$ cat config.mk
export PLATFORM = sky130hd
export DESIGN_NAME = prio_irq_ctrl
export DESIGN_NICKNAME = d
export VERILOG_FILES = /design/src/rtl/pic_pkg.sv /design/src/rtl/pic_cfg.sv /design/src/rtl/pic_prio.sv /design/src/rtl/pic_core.sv /design/src/rtl/prio_irq_ctrl.sv
export SDC_FILE = /design/constraint.sdc
export NUM_CORES = 1
export LEC_CHECK = 0
export CAP_MARGIN = 20
export CELL_PAD_IN_SITES_DETAIL_PLACEMENT = 1
export CELL_PAD_IN_SITES_GLOBAL_PLACEMENT = 1
export CORE_ASPECT_RATIO = 2
export CORE_UTILIZATION = 40
export DETAILED_ROUTE_END_ITERATION = 8
export PLACE_DENSITY = 0.78
export SYNTH_ARGS = -nofsm -noshare
export SYNTH_HDL_FRONTEND = slang
export SYNTH_SLANG_ARGS = --single-unit
$ cat constraint.sdc
create_clock -name clk -period 7.7 [get_ports clk]
set_clock_uncertainty 0.2 [all_clocks]
set_input_delay 0.77 -clock clk [delete_from_list [all_inputs] [get_ports clk]]
set_output_delay 0.77 -clock clk [all_outputs]
set_load 0.05 [all_outputs]
$ cat src/rtl/pic_pkg.sv
`timescale 1ns/1ps
package pic_pkg;
  typedef enum logic [2:0] {
    ST_WAIT = 3'd0,
    ST_BASE = 3'd1,
    ST_CASC = 3'd2,
    ST_MODE = 3'd3,
    ST_RUN  = 3'd4
  } cfg_state_e;

  localparam int unsigned INIT_BIT   = 4;
  localparam logic [2:0]  EOI_TAG    = 3'b011;
  localparam logic [7:0]  SEL_REQ    = 8'h0A;
  localparam logic [7:0]  SEL_SVC    = 8'h0B;
  localparam int unsigned AUTO_BIT   = 1;
endpackage

$ cat src/rtl/pic_cfg.sv
`timescale 1ns/1ps
module pic_cfg
  import pic_pkg::*;
#(
  parameter int unsigned DW   = 8,
  parameter int unsigned ID_W = 3
) (
  input  logic          clk,
  input  logic          rst_n,
  input  logic          wr_en,
  input  logic          addr,
  input  logic [DW-1:0] wdata,
  input  logic          slave_mode,
  output logic          ready,
  output logic [DW-1:0] vbase,
  output logic [DW-1:0] casc,
  output logic          auto_eoi,
  output logic [DW-1:0] mask,
  output logic          svc_sel,
  output logic          init_pulse,
  output logic          eoi_valid,
  output logic [ID_W-1:0] eoi_id
);
  localparam logic [DW-1:0] LOW_BITS = DW'((1 << ID_W) - 1);

  cfg_state_e st_q, st_d;
  logic [DW-1:0] base_q, base_d, casc_q, casc_d, mask_q, mask_d;
  logic          aeoi_q, aeoi_d, sel_q, sel_d;

  always_comb begin
    st_d       = st_q;
    base_d     = base_q;
    casc_d     = casc_q;
    aeoi_d     = aeoi_q;
    mask_d     = mask_q;
    sel_d      = sel_q;
    init_pulse = 1'b0;
    eoi_valid  = 1'b0;
    eoi_id     = wdata[ID_W-1:0];
    if (wr_en) begin
      if (!addr) begin
        if (wdata[INIT_BIT]) begin
          st_d       = ST_BASE;
          sel_d      = 1'b0;
          init_pulse = 1'b1;
        end else if (wdata[7:5] == EOI_TAG) begin
          eoi_valid = 1'b1;
        end else if (wdata == SEL_REQ) begin
          sel_d = 1'b0;
        end else if (wdata == SEL_SVC) begin
          sel_d = 1'b1;
        end
      end else begin
        case (st_q)
          ST_BASE: begin
            base_d = wdata & ~LOW_BITS;
            st_d   = ST_CASC;
          end
          ST_CASC: begin
            casc_d = slave_mode ? (wdata & LOW_BITS) : wdata;
            st_d   = ST_MODE;
          end
          ST_MODE: begin
            aeoi_d = wdata[AUTO_BIT];
            st_d   = ST_RUN;
          end
          default: mask_d = wdata;
        endcase
      end
    end
  end

  always_ff @(posedge clk or negedge rst_n) begin
    if (!rst_n) begin
      st_q   <= ST_WAIT;
      base_q <= '0;
      casc_q <= '0;
      aeoi_q <= 1'b0;
      mask_q <= '1;
      sel_q  <= 1'b0;
    end else if (wr_en) begin
      st_q   <= st_d;
      base_q <= base_d;
      casc_q <= casc_d;
      aeoi_q <= aeoi_d;
      mask_q <= mask_d;
      sel_q  <= sel_d;
    end
  end

  assign ready    = (st_q == ST_RUN);
  assign vbase    = base_q;
  assign casc     = casc_q;
  assign auto_eoi = aeoi_q;
  assign mask     = mask_q;
  assign svc_sel  = sel_q;


  mask_load_chk: assert property (@(posedge clk) disable iff (!rst_n)
    (wr_en && addr && st_q == ST_RUN) |=> (mask == $past(wdata)));


  init_order_chk: assert property (@(posedge clk) disable iff (!rst_n)
    (wr_en && !addr && wdata[INIT_BIT]) |=> (st_q == ST_BASE));
endmodule

$ cat src/rtl/pic_prio.sv
`timescale 1ns/1ps
module pic_prio #(
  parameter int unsigned N    = 8,
  parameter int unsigned ID_W = 3
) (
  input  logic [N-1:0]    irr,
  input  logic [N-1:0]    isr,
  input  logic [N-1:0]    mask,
  output logic            any,
  output logic [ID_W-1:0] gid
);
  logic [N-1:0] svc_upto;
  logic [N-1:0] elig;

  assign svc_upto[0] = isr[0];
  genvar g;
  generate
    for (g = 1; g < N; g++) begin : g_upto
      assign svc_upto[g] = svc_upto[g-1] | isr[g];
    end
  endgenerate

  assign elig = irr & ~mask & ~svc_upto;

  always_comb begin
    any = 1'b0;
    gid = '0;
    for (int i = N - 1; i >= 0; i--) begin
      if (elig[i]) begin
        any = 1'b1;
        gid = ID_W'(i);
      end
    end
  end
endmodule

$ cat src/rtl/pic_core.sv
`timescale 1ns/1ps
module pic_core #(
  parameter int unsigned N    = 8,
  parameter int unsigned DW   = 8,
  parameter int unsigned ID_W = 3
) (
  input  logic            clk,
  input  logic            rst_n,
  input  logic [N-1:0]    irq_in,
  input  logic            ack,
  input  logic            live,
  input  logic [ID_W-1:0] gid,
  input  logic            eoi_valid,
  input  logic [ID_W-1:0] eoi_id,
  input  logic            init_clr,
  input  logic            auto_eoi,
  input  logic [DW-1:0]   vbase,
  output logic [N-1:0]    irr,
  output logic [N-1:0]    isr,
  output logic [DW-1:0]   vec
);
  localparam logic [ID_W-1:0] LAST_ID = ID_W'(N - 1);

  logic [N-1:0]  irr_q, isr_q, isr_d, set_m, clr_m;
  logic [DW-1:0] vec_q, vec_d;
  logic [ID_W-1:0] sel_id;

  always_comb begin
    set_m  = (ack && live && !auto_eoi) ? (N'(1) << gid) : '0;
    clr_m  = eoi_valid ? (N'(1) << eoi_id) : '0;
    isr_d  = init_clr ? '0 : ((isr_q & ~clr_m) | set_m);
    sel_id = live ? gid : LAST_ID;
    vec_d  = vbase | {{(DW-ID_W){1'b0}}, sel_id};
  end

  always_ff @(posedge clk or negedge rst_n) begin
    if (!rst_n) begin
      irr_q <= '0;
      isr_q <= '0;
      vec_q <= '0;
    end else begin
      irr_q <= irq_in;
      isr_q <= isr_d;
      if (ack) vec_q <= vec_d;
    end
  end

  assign irr = irr_q;
  assign isr = isr_q;
  assign vec = vec_q;


  spurious_vec_chk: assert property (@(posedge clk) disable iff (!rst_n)
    (ack && !live) |=> (vec_q[ID_W-1:0] == LAST_ID && !(isr_q[N-1] && !$past(isr_q[N-1]))));


  aeoi_noset_chk: assert property (@(posedge clk) disable iff (!rst_n)
    (ack && auto_eoi) |=> ((isr_q & ~$past(isr_q)) == '0));


  grant_unblocked_chk: assert property (@(posedge clk) disable iff (!rst_n)
    (ack && live) |-> ((isr_q & ((N'(2) << gid) - N'(1))) == '0));


  eoi_clear_chk: assert property (@(posedge clk) disable iff (!rst_n)
    (eoi_valid && !ack && !init_clr) |=> !isr_q[$past(eoi_id)]);


  real_vec_chk: assert property (@(posedge clk) disable iff (!rst_n)
    (ack && live) |=> (vec_q[ID_W-1:0] == $past(gid)));


  one_grant_chk: assert property (@(posedge clk) disable iff (!rst_n)
    $countones(isr_q & ~$past(isr_q)) <= 1);
endmodule

$ cat src/rtl/prio_irq_ctrl.sv
`timescale 1ns/1ps
module prio_irq_ctrl #(
  parameter int unsigned N_LINES = 8,
  parameter int unsigned DW      = 8
) (
  input  logic          clk,
  input  logic          rst_n,
  input  logic          bus_wr,
  input  logic          bus_addr,
  input  logic [DW-1:0] bus_wdata,
  output logic [DW-1:0] bus_rdata,
  input  logic          cfg_slave,
  input  logic [N_LINES-1:0] irq_in,
  input  logic          ack_pulse,
  output logic          int_req,
  output logic [DW-1:0] vec_out,
  output logic [DW-1:0] cas_word
);
  localparam int unsigned ID_W = $clog2(N_LINES);

  logic            ready, auto_eoi, svc_sel, init_pulse, eoi_valid, any, live;
  logic [DW-1:0]   vbase, mask;
  logic [ID_W-1:0] eoi_id, gid;
  logic [N_LINES-1:0] irr, isr;

  pic_cfg #(.DW(DW), .ID_W(ID_W)) u_cfg (
    .clk(clk), .rst_n(rst_n), .wr_en(bus_wr), .addr(bus_addr),
    .wdata(bus_wdata), .slave_mode(cfg_slave), .ready(ready),
    .vbase(vbase), .casc(cas_word), .auto_eoi(auto_eoi), .mask(mask),
    .svc_sel(svc_sel), .init_pulse(init_pulse), .eoi_valid(eoi_valid),
    .eoi_id(eoi_id)
  );

  pic_prio #(.N(N_LINES), .ID_W(ID_W)) u_prio (
    .irr(irr), .isr(isr), .mask(mask[N_LINES-1:0]), .any(any), .gid(gid)
  );

  assign live    = ready & any;
  assign int_req = live;

  pic_core #(.N(N_LINES), .DW(DW), .ID_W(ID_W)) u_core (
    .clk(clk), .rst_n(rst_n), .irq_in(irq_in), .ack(ack_pulse),
    .live(live), .gid(gid), .eoi_valid(eoi_valid), .eoi_id(eoi_id),
    .init_clr(init_pulse), .auto_eoi(auto_eoi), .vbase(vbase),
    .irr(irr), .isr(isr), .vec(vec_out)
  );

  always_comb begin
    if (bus_addr) bus_rdata = mask;
    else          bus_rdata = svc_sel ? DW'(isr) : DW'(irr);
  end


  idle_quiet_chk: assert property (@(posedge clk) disable iff (!rst_n)
    !ready |-> !int_req);
endmodule

==> results of run 1 <==
## cells in the mapped netlist, types with 2 or more instances
cell type	number
nand3_1	5
o311ai_0	4
o31ai_1	3
dfrtp_1	42
nor2b_1	3
inv_1	4
dfstp_2	8
a22o_1	3
nand4_1	2
nand2b_1	5
nor2_1	12
o21ai_0	21
or3b_1	2
or4_4	2
mux2i_1	8
a21oi_1	6
nand2_1	27
clkbuf_1	6
a31oi_1	3
o21bai_1	2
o21ai_1	2
nor3_1	5
and3_1	2
nand3b_1	7
mux2_2	22
## cell type report
cell class              instances  area [um2]  share of cell area (%)
well taps                      61        76.3                    2.51
multi-input cells             159        1060                    34.9
repair buffers                 47         463                    15.2
flip-flops and latches         50        1260                    41.4
clock inverters                 3        40.0                    1.32
clock buffers                   5         125                    4.11
inverters                       4        15.0                   0.493
## cells by family (layout without fill, tap and decap cells)
group / after synthesis / count (layout) / share of synthesized area, %
DFF: 50 / 50 / 53.4
AOI/OAI and AO/OA: 49 / 49 / 13.1
and+or+nand+nor: 80 / 80 / 18.0
muxes: 30 / 30 / 13.9
buffers and inverters: 10 / 59 / 1.59
## metrics by stage
stage / hold slack [ns] / util, % / setup slack (ns) / total power [mW] / area (um2)
final: 0.303 / 53.3 / 3.61 / 1.24 / 3040
after floorplan: 0.271 / - / 4.47 / 0.801 / 2360
after CTS: 0.308 / 53.3 / 3.61 / 1.26 / 3040
after global placement: 0.286 / 50.4 / 3.88 / 0.986 / 2880
after detailed placement: 0.294 / 50.4 / 3.84 / 1.00 / 2880
after global routing: 0.323 / 53.3 / 3.48 / 1.31 / 3040
## path summary, 6_finish.rpt
path                                            startpoint                          to  slack, ns  cells past startpoint
worst min-delay path            u_cfg.auto_eoi$_DFFE_PN0P_  u_cfg.auto_eoi$_DFFE_PN0P_       0.30                      1
max in group asynchronous                            rst_n   u_core.vec[1]$_DFFE_PN0P_       6.49                      2
worst min register to register  u_cfg.auto_eoi$_DFFE_PN0P_  u_cfg.auto_eoi$_DFFE_PN0P_       0.30                      1
worst max-delay path               u_core.isr[0]$_DFF_PN0_                     int_req       3.61                      6
min in group asynchronous                            rst_n   u_cfg.casc[1]$_DFFE_PN0P_       0.38                      2
worst max register to register     u_core.isr[0]$_DFF_PN0_     u_core.isr[7]$_DFF_PN0_       4.95                      6
## layer usage
layer,vias up,global-route usage (%),wire length [um]
li1,893,-,-
met1,957,24.7,2450
met2,54,43.5,3740
met3,26,4.08,225
met4,0,15.0,349
met5,-,0,0
## report_power, final
group / leakage (nW) / total, mW / switching, mW / internal [mW]
logic: 0.612 / 0.559 / 0.346 / 0.213
clock network: 0.0836 / 0.252 / 0.0994 / 0.152
registers: 0.598 / 0.433 / 0.0681 / 0.365
total: 1.29 / 1.24 / 0.513 / 0.731
## sequential cells by signal, summed over array words and instances (netlist names)
register	flops
u_cfg.casc	8
u_cfg.mask	8
u_core.irr	8
u_core.isr	8
u_core.vec	8
u_cfg.vbase	5
u_cfg.st_q	3
u_cfg.auto_eoi	1
u_cfg.svc_sel	1
==> results.json, run 1 <==
{
  "cap_violations": 0,
  "drc": 0,
  "fin_crit_sh_pct": 53.1,
  "io_pins": 47,
  "power_density_nw_per_um2": 409,
  "yosysTopAreaCell": "dfrtp_1",
  "slowest_stage": "clkdlybuf4s50_1",
  "cts_buffers": 5,
  "maxSlewHeadroom_pct": 36.8,
  "dpl.cell_count": 321,
  "clk_latency_ns": 0.29,
  "cts_max_path_buffers": 2,
  "synth-edff-count": 0,
  "place.gp.congestion": 0.899,
  "avgRoutedWirePerCell_um": 20.6,
  "cts_setup_buffers": 0,
  "fin_crit_ns": 4.09,
  "synth_flop_cell": "dfrtp_1",
  "required_ns": 6.73,
  "h-tree-depth": 2,
  "post_cts_resized": 0,
  "die_area_um2": 6230,
  "vdd_drop_max_v": 0.000265,
  "yosysUniqueCellTypes": 38,
  "final_cell_mix": "45 x clkdlybuf4s50_1, 42 x dfrtp_1, 27 x nand2_1, 22 x mux2_2, 21 x o21ai_0",
  "cp-end-kind": "primary output",
  "slowest_delay_ns": 0.80,
  "critical_path_class": "reg2out",
  "setup_violations": 0,
  "firstDrtPassIters": 4,
  "drt_iter0_drc": 48,
  "tightest_slew_ns": 0.937,
  "synth-seq-cells": 50,
  "hpwl_mm": 5.04,
  "critPathMaxFanout": 6,
  "postSynthAreaPerCell_um2": 10.8,
  "worstPathArrival_ns": 3.12,
  "syn-cell-area_um2": 2360,
  "drtAntennaViolNets": 0,
  "overflow": 0,
  "fill_cells": 618,
  "cts_tree": "done",
  "syn_to_final_growth_pct": 28.9,
  "cellLeakagePower_nw": 1.29,
  "routed_wirelength_mm": 6.77,
  "cp_cell_sequence": "or4_4 -> or3b_1 -> nand3_1 -> nand2b_1 -> and3_1 -> clkdlybuf4s50_1",
  "io_buffer_count": 46,
  "vias": 1930,
  "synth_fp_nets": 241,
  "yosysWarningCount": 0,
  "synth_area_leaders": "dfrtp_1 45%, mux2_2 10%, dfstp_2 8.9%, o21ai_0 4.5%, nand2_1 4.3%",
  "grt_pass1_vias": 2160,
  "nets": 289,
  "slew_violations": 0,
  "rsz0062_at_grt": "false",
  "cts_sinks": 50,
  "synthCells": 219,
  "hold_class": "reg2reg",
  "netlist.area_leader.share_pct": 44.5,
  "yosysSeqAreaShare_pct": 53.4,
  "hold_buffers": 0,
  "grt_max_degree": 51,
  "n_antenna_cell": 0,
  "grt_pass1_wl_mm": 11.2,
  "stdcell_count": 329,
  "clock-root-buffer": "clkbuf_16",
  "die_h_um": 111,
  "hold_viol_final": 0,
  "async_reset_ff_share_pct": 100,
  "antenna_found_initial": 0,
  "start_kind": "flop",
  "start_util_pct": 41.4,
  "core_area_um2": 5710,
  "num_rows": 39,
  "final_common_cell": "clkdlybuf4s50_1",
  "vias_per_cell": 5.87,
  "clk_pin_slew_worst_paths_ns": 0.07,
  "outcome": "complete, no violations",
  "fmax_ghz": 0.244,
  "worst-path-buf-inv": 1,
  "track_usage_pct": 24.0,
  "drive_gt1_share_pct": 16.4,
  "die_w_um": 56.3,
  "setup_tns_ns": 0,
  "critical-path-top-delay-family": "simple AND/OR/NAND/NOR gates"
}
No activity file was read; power rests on OpenSTA's default activity.
==> run 2, diff against run 1 <==
--- a/config.mk
+++ b/config.mk
@@ -9,9 +9,9 @@
 export CELL_PAD_IN_SITES_DETAIL_PLACEMENT = 1
 export CELL_PAD_IN_SITES_GLOBAL_PLACEMENT = 1
 export CORE_ASPECT_RATIO = 2
-export CORE_UTILIZATION = 40
+export CORE_UTILIZATION = 36
 export DETAILED_ROUTE_END_ITERATION = 8
-export PLACE_DENSITY = 0.78
+export PLACE_DENSITY = 0.75
 export SYNTH_ARGS = -nofsm -noshare
 export SYNTH_HDL_FRONTEND = slang
 export SYNTH_SLANG_ARGS = --single-unit
==> constraint.sdc (replaced) <==
create_clock -name clk -period 3.5 [get_ports clk]
set_clock_uncertainty 0.2 [all_clocks]
set_input_delay 0.35 -clock clk [delete_from_list [all_inputs] [get_ports clk]]
set_output_delay 0.35 -clock clk [all_outputs]
set_load 0.05 [all_outputs]
==> results.json, run 2 (synthesized netlist as in run 1, its figures left out) <==
{
  "outcome": "complete, no violations",
  "final_cell_mix": "44 x clkdlybuf4s50_1, 42 x dfrtp_1, 27 x nand2_1, 22 x mux2_2, 21 x o21ai_0",
  "clock-root-buffer": "clkbuf_16",
  "hpwl_mm": 4.97,
  "clock_power_share_pct": 18.2,
  "setup_violations": 0,
  "cts_tree": "done",
  "cts_buffers": 5,
  "start_kind": "flop",
  "vias_per_cell": 5.42,
  "routed_wirelength_mm": 6.50,
  "cts_sinks": 50,
  "fmax_ghz": 0.325,
  "num_rows": 41,
  "track_usage_pct": 21.5,
  "antenna_found_initial": 0,
  "cap_violations": 0,
  "avgRoutedWirePerCell_um": 18.2,
  "h-tree-depth": 2,
  "worstPathArrival_ns": 2.53,
  "fin_util_pct": 48.8,
  "grt_pass1_vias": 2062,
  "sw_frac_of_total_pct": 41.5,
  "rsz0062_at_grt": "false",
  "cts_setup_buffers": 0,
  "power_density_nw_per_um2": 866,
  "drtAntennaViolNets": 0,
  "cell_internal_pwr_mw": 1.56,
  "clk_pin_slew_worst_paths_ns": 0.06,
  "slew_violations": 0,
  "core_area_um2": 6310,
  "drt_iter0_drc": 51,
  "power.switching_mw": 1.11,
  "nets": 292,
  "vdd_drop_max_v": 0.000497,
  "seqPwrFrac_pct": 35.8,
  "hold_viol_final": 0,
  "die_w_um": 59.3,
  "cellLeakagePower_nw": 1.30,
  "syn_to_final_growth_pct": 30.4,
  "critical_path_class": "reg2out",
  "clk_latency_ns": 0.29,
  "post_cts_resized": 0,
  "io_buffer_count": 46,
  "place.gp.congestion": 0.810,
  "hold_class": "in2reg",
  "maxSlewHeadroom_pct": 31.9,
  "grt_max_degree": 32,
  "io_pins": 47,
  "die_h_um": 117,
  "fill_cells": 681,
  "cts_max_path_buffers": 2,
  "tightest_slew_ns": 1.01,
  "start_util_pct": 37.4,
  "fin_crit_sh_pct": 88.0,
  "required_ns": 2.95,
  "drive_gt1_share_pct": 17.0,
  "cp-end-kind": "primary output",
  "combPwrFrac_pct": 46.0,
  "critPathMaxFanout": 3,
  "firstDrtPassIters": 4,
  "n_antenna_cell": 0,
  "overflow": 0,
  "die_area_um2": 6910,
  "fin_crit_ns": 3.08,
  "vias": 1936,
  "grt_pass1_wl_mm": 10.5,
  "drc": 0,
  "power_mw": 2.67,
  "final_common_cell": "clkdlybuf4s50_1",
  "setup_tns_ns": 0
}
[run 2: cell types whose count changed in the layout (fill, tap and decap cells not counted)]
cell,delta
buf_4,+3
bufinv_16,-1
clkbuf_1,+1
clkbuf_8,+1
clkdlybuf4s50_1,-1
clkinv_2,-1
dlygate4sd3_1,+1
[run 2: repair_timing]
item,4_1_cts,5_1_grt
setup endpoints to repair,0,0
hold buffers,1,0
endpoints found under the hold margin,22,0
[run 2: cell type report]
class / count / area, um2 / share of cell area (%)
clock buffers: 7 / 143 / 4.63
clock inverters: 1 / 5.00 / 0.163
inverters: 4 / 15.0 / 0.488
multi-input cells: 159 / 1060 / 34.5
flip-flops and latches: 50 / 1260 / 41.0
well taps: 86 / 108 / 3.49
repair buffers: 50 / 485 / 15.8
[run 2: worst max-delay path, stage by stage (launching register included)]
cell      delay, ns
dfstp_2        0.55
nor4b_1        0.06
o21bai_1       0.18
o311ai_0       0.84
nand2b_1       0.19
and3_1         0.24
buf_4          0.18
[run 2: path summary, 6_finish.rpt]
path	from	end	slack (ns)	cells past startpoint
max	u_cfg.mask[7]$_DFFE_PN1P_	int_req	0.42	6
min	irq_in[7]	u_core.irr[7]$_DFF_PN0_	0.30	1
max reg2reg	u_core.isr[0]$_DFF_PN0_	u_core.isr[7]$_DFF_PN0_	0.85	6
min reg2reg	u_cfg.casc[7]$_DFFE_PN0P_	u_cfg.casc[7]$_DFFE_PN0P_	0.30	2
max in group asynchronous	rst_n	u_cfg.vbase[6]$_DFFE_PN0P_	1.91	3
min in group asynchronous	rst_n	u_cfg.casc[5]$_DFFE_PN0P_	0.45	2
[run 2: stage by stage]
step                setup WS [ns]  instance area [um2]  hold WS [ns]  instances
floorplan                   0.813                 2360        -0.146        219
global placement            0.656                 2920         0.226        348
detailed placement          0.559                 2920         0.240        348
CTS                         0.408                 3080         0.289        357
global route                0.349                 3080         0.292        357
finish                      0.421                 3080         0.299        357
[run 2: routing by layer]
metal	track usage [%]	vias up	wire length, um
li1	-	898	-
met1	22.5	973	2330
met2	38.2	47	3700
met3	4.10	18	189
met4	13.5	0	287
met5	0	-	0
[run 2: power groups by stage]
stage | logic, mW | clock network, mW | registers (mW)
floorplan | 0.587 | 0 | 1.17
global placement | 1.21 | 0 | 0.958
detailed placement | 1.23 | 0 | 0.967
CTS | 1.24 | 0.503 | 0.957
global route | 1.31 | 0.521 | 0.983
finish | 1.23 | 0.487 | 0.954
